### config.mk
export PLATFORM = sky130hd
export DESIGN_NAME = ternary_dot
export DESIGN_NICKNAME = d
export VERILOG_FILES = /design/src/rtl/ternary_dot.sv
export SDC_FILE = /design/constraint.sdc
export NUM_CORES = 1
export LEC_CHECK = 0
export BUFFER_PORTS_ARGS = -buffer_cell sky130_fd_sc_hd__buf_2
export CAP_MARGIN = 20
export CORE_AREA = 2 2 145 147
export DETAILED_ROUTE_END_ITERATION = 16
export DIE_AREA = 0 0 147 149
export MAX_ROUTING_LAYER = met4
export PLACE_DENSITY = 0.83
export SLEW_MARGIN = 5
export SYNTH_ARGS = -nofsm -noshare
export SYNTH_HDL_FRONTEND = slang
export SYNTH_SLANG_ARGS = --single-unit
### constraint.sdc
create_clock -name clk -period 10.15 [get_ports clk]
set_input_delay 2.03 -clock clk [delete_from_list [all_inputs] [get_ports clk]]
set_output_delay 2.03 -clock clk [all_outputs]
set_load 0.01 [all_outputs]
### src/rtl/ternary_dot.sv
module ternary_dot #(
  parameter int LANES = 8,
  parameter int AW    = 8,
  parameter int ACCW  = 24
) (
  input  logic                  clk,
  input  logic                  rst_n,
  input  logic                  in_valid,
  output logic                  in_ready,
  input  logic                  in_first,
  input  logic                  in_last,
  input  logic [2*LANES-1:0]    in_wcode,
  input  logic [AW*LANES-1:0]   in_act,
  output logic                  out_valid,
  input  logic                  out_ready,
  output logic [ACCW-1:0]       out_sum
);
  localparam int PAIRS = LANES / 2;
  localparam int PW    = AW + 2;
  localparam int BW    = AW + 1 + $clog2(LANES);

  logic signed [PW-1:0]   pair_sum [PAIRS];
  logic signed [BW-1:0]   beat_sum;
  logic signed [ACCW-1:0] acc, acc_base, acc_next;
  logic                   take;

  function automatic logic [1:0] dec(input logic [1:0] c);
    case (c)
      2'b01:   dec = 2'd1;
      2'b11:   dec = 2'd2;
      default: dec = 2'd0;
    endcase
  endfunction

  for (genvar g = 0; g < PAIRS; g++) begin : g_pair
    logic signed [AW-1:0] a0, a1;
    logic signed [PW-1:0] e0, e1;
    logic signed [PW-1:0] tbl [16];
    logic [3:0]           idx;

    assign a0  = in_act[(2*g)*AW +: AW];
    assign a1  = in_act[(2*g+1)*AW +: AW];
    assign e0  = PW'(a0);
    assign e1  = PW'(a1);
    assign idx = {dec(in_wcode[4*g+2 +: 2]), dec(in_wcode[4*g +: 2])};

    always_comb begin
      for (int k = 0; k < 16; k++) tbl[k] = '0;
      tbl[4'h1] = e0;
      tbl[4'h2] = -e0;
      tbl[4'h4] = e1;
      tbl[4'h5] = e1 + e0;
      tbl[4'h6] = e1 - e0;
      tbl[4'h8] = -e1;
      tbl[4'h9] = e0 - e1;
      tbl[4'hA] = -e1 - e0;
    end

    assign pair_sum[g] = tbl[idx];
  end

  always_comb begin
    beat_sum = '0;
    for (int p = 0; p < PAIRS; p++) beat_sum = beat_sum + BW'(pair_sum[p]);
  end

  assign in_ready = !out_valid || out_ready;
  assign take     = in_valid && in_ready;
  assign acc_base = in_first ? '0 : acc;
  assign acc_next = acc_base + ACCW'(beat_sum);

  always_ff @(posedge clk) begin
    if (!rst_n) begin
      acc       <= '0;
      out_valid <= 1'b0;
      out_sum   <= '0;
    end else begin
      if (out_valid && out_ready) out_valid <= 1'b0;
      if (take) begin
        acc <= acc_next;
        if (in_last) begin
          out_sum   <= acc_next;
          out_valid <= 1'b1;
        end
      end
    end
  end
endmodule

==> qor.txt <==
Final setup viols - 0
Hold Fails Final Rpt - 0
EDFF count, synth - 0
Library cells used by synthesis - 78
Unrepaired setup endpoints after global routing - false
Switching Fraction - 54.5%
Final period util - 88.6%
Top FF cell, synth - dfxtp_1
Yosys warnings - 0
Starting DRT DRC Count - 1393
FF+latch count, synth - 49
Status - complete, no violations
Slew Limit Headroom - 41.8%
Post-CTS resize count - 0
Critical Path RT - 10.37 ns
Io pins - 112
Clk root buf - clkbuf_16
Dpl hpwl - 28100 um
Most frequent cells after synthesis - ha_1, inv_1, nand2_1
Initial antenna violation count - 0
Reg power frac - 11.9%
Critical-path maximum fanout - 13
Critical R2R Launch - acc[2]$_SDFFE_PN0P_
Fmax achieved - 111 MHz
GRT overflow - 0
PnR worst setup slack - 1.15 ns
Layout Skew - 0.00459 ns
CTS tree - built
Ant. Diodes - 0
First-pass GRT wire length - 58200 um
IO buf count - 111
Slew Viols, Final - 0
TritonCTS buffer count - 5
Combinational fraction of design power - 80.2%
Via density - 6.34
Final ANT Viol Nets - 0
Asr flop ratio synth - 0%
Worst slew pin tran - 0.872 ns
Share of the synthesized area in the top cell type - 16.0%
Register area share after synthesis - 7.77%
RePlAce Congestion - 0.967
Final min period - 9.00 ns
HP Class - reg -> reg
Clock slew at reported path FFs - 0.07 ns
Area leader, netlist - ha_1
Largest net degree at the start of global routing - 80
CP Capture Type - flop
Setup crit start - in_act[25]
Synth top area cells - ha_1, fa_1, dfxtp_1
Crit path kind - in -> reg
Post-CTS setup buffer count - 0
Total Nets Final - 2034
Clk_lat worst skew - 0.30 ns
Internal Pwr Total - 1170 uW
Mapped Avg Cell Area - 7.45 um^2
Pre-CTS setup slack - 0.942 ns
Switch Pwr - 1400 uW
CTS Sinks - 49
Syn Nets - 1999
Hold Buf Count CTS - 0
DRT Pass-1 Iters - 5
Layout cells sized above 1 - 9.37%
Area delta synth->final - 5.94%
Number of global-route vias before repair - 11800
Worst vdd ir - 181 uV
DR vias - 12700
Core Area - 20600 um^2
CP arrival - 9.22 ns
Row Count - 53
CP max stage cell - inv_1
Count leader, synth - ha_1
Clock buffer depth - 2
Total die area - 21900 um^2
Total of max-cap violations - 0
Total track usage - 32.7%
CP delay by family, top - adder cells
Critical path buffers and inverters - 3
Worst hold margin - 0.467 ns
Worst hold start - acc[0]$_SDFFE_PN0P_
Power density over the cells - 193 nW/um^2
Mapped Area - 12600 um^2
CP peak stage delay - 0.66 ns
CP startpoint kind - input pin
H-Tree Depth - 2
Die Y-Extent - 149 um
Setup TNS - 0 ns
Drc violations - 0
Initial Util - 61.4%
Chip width - 147 um
Average wire per standard cell - 17.8 um
Cells after synthesis - 1693
Leak - 0.00597 uW
Clk pwr share - 7.9%
FILL cells - 1844
Routed wire length - 35600 um
==> area by class of cell <==
cell class / count / area, um^2 / area share (%)
well taps: 275 / 344 / 2.57
clock inverters: 3 / 47.5 / 0.356
multi-input cells: 1405 / 10700 / 80.1
clock buffers: 5 / 125 / 0.936
flip-flops and latches: 49 / 981 / 7.34
repair buffers: 115 / 586 / 4.38
inverters: 152 / 571 / 4.27
==> layout by cell type (no fill, tap or decap), types with 36 or more instances in the layout <==
cell        n
nor2_1     96
o21ai_0   119
nor3_1     43
dfxtp_1    49
o211ai_1   39
nor2b_1    45
ha_1      161
a21oi_1   105
fa_1       59
buf_2     111
nand3_1    63
inv_1     151
nand2_1   144
xnor2_1   106
a21o_1     36
==> per-stage QoR <==
stage	cell area, um^2	total power (uW)	std cells	util [%]
finish	13400	2570	2004	65.0
global route	13400	2810	2004	65.0
CTS	13400	2540	2004	65.0
detailed placement	13200	2320	1996	64.2
global placement	13200	2270	1996	64.2
floorplan	12600	1840	1693	-
==> cell families after synthesis <==
| kind of cell | synth area share [%] |
|---|---|
| simple gates | 20.4 |
| compound gates | 26.7 |
| buf+inv | 7.32 |
| fa+ha+maj | 25.3 |
| xor+xnor | 9.16 |
| flops | 7.77 |
| mux | 3.36 |
==> tightest hold or removal path: stages, from the launching register on <==
cell	delay (ns)
dfxtp_1	0.31
nand2_1	0.05
a21boi_0	0.06
==> flip-flops by register name, indices dropped and copies added (netlist names) <==
name,flops
acc,24
out_sum,24
out_valid,1
==> routing by layer <==
metal / GRT usage [%] / wire, um / share of wire [%]
met2: 53.4 / 16400 / 46
met1: 44.6 / 15800 / 44
met5: - / 0 / 0
met4: 8.32 / 843 / 2.4
met3: 2.14 / 2520 / 7.1
==> final timing paths <==
| check | cells after the start | slack (ns) | endpoint |
|---|---|---|---|
| max | 25 | 1.15 | acc[22]$_SDFFE_PN0P_ |
| min | 2 | 0.47 | acc[0]$_SDFFE_PN0P_ |
| max reg2reg | 11 | 6.88 | out_sum[21]$_SDFFE_PN0P_ |
| min reg2reg | 2 | 0.47 | acc[0]$_SDFFE_PN0P_ |
==> power by group through the flow <==
stage | Clock [uW] | Sequential, uW | Combinational [uW]
5_1_grt | 209 | 312 | 2290
3_5_place_dp | 0 | 308 | 2020
4_1_cts | 202 | 306 | 2030
6_report | 202 | 307 | 2060
2_1_floorplan | 0 | 319 | 1520
3_3_place_gp | 0 | 307 | 1960
Power figures use the tool's default switching activity.
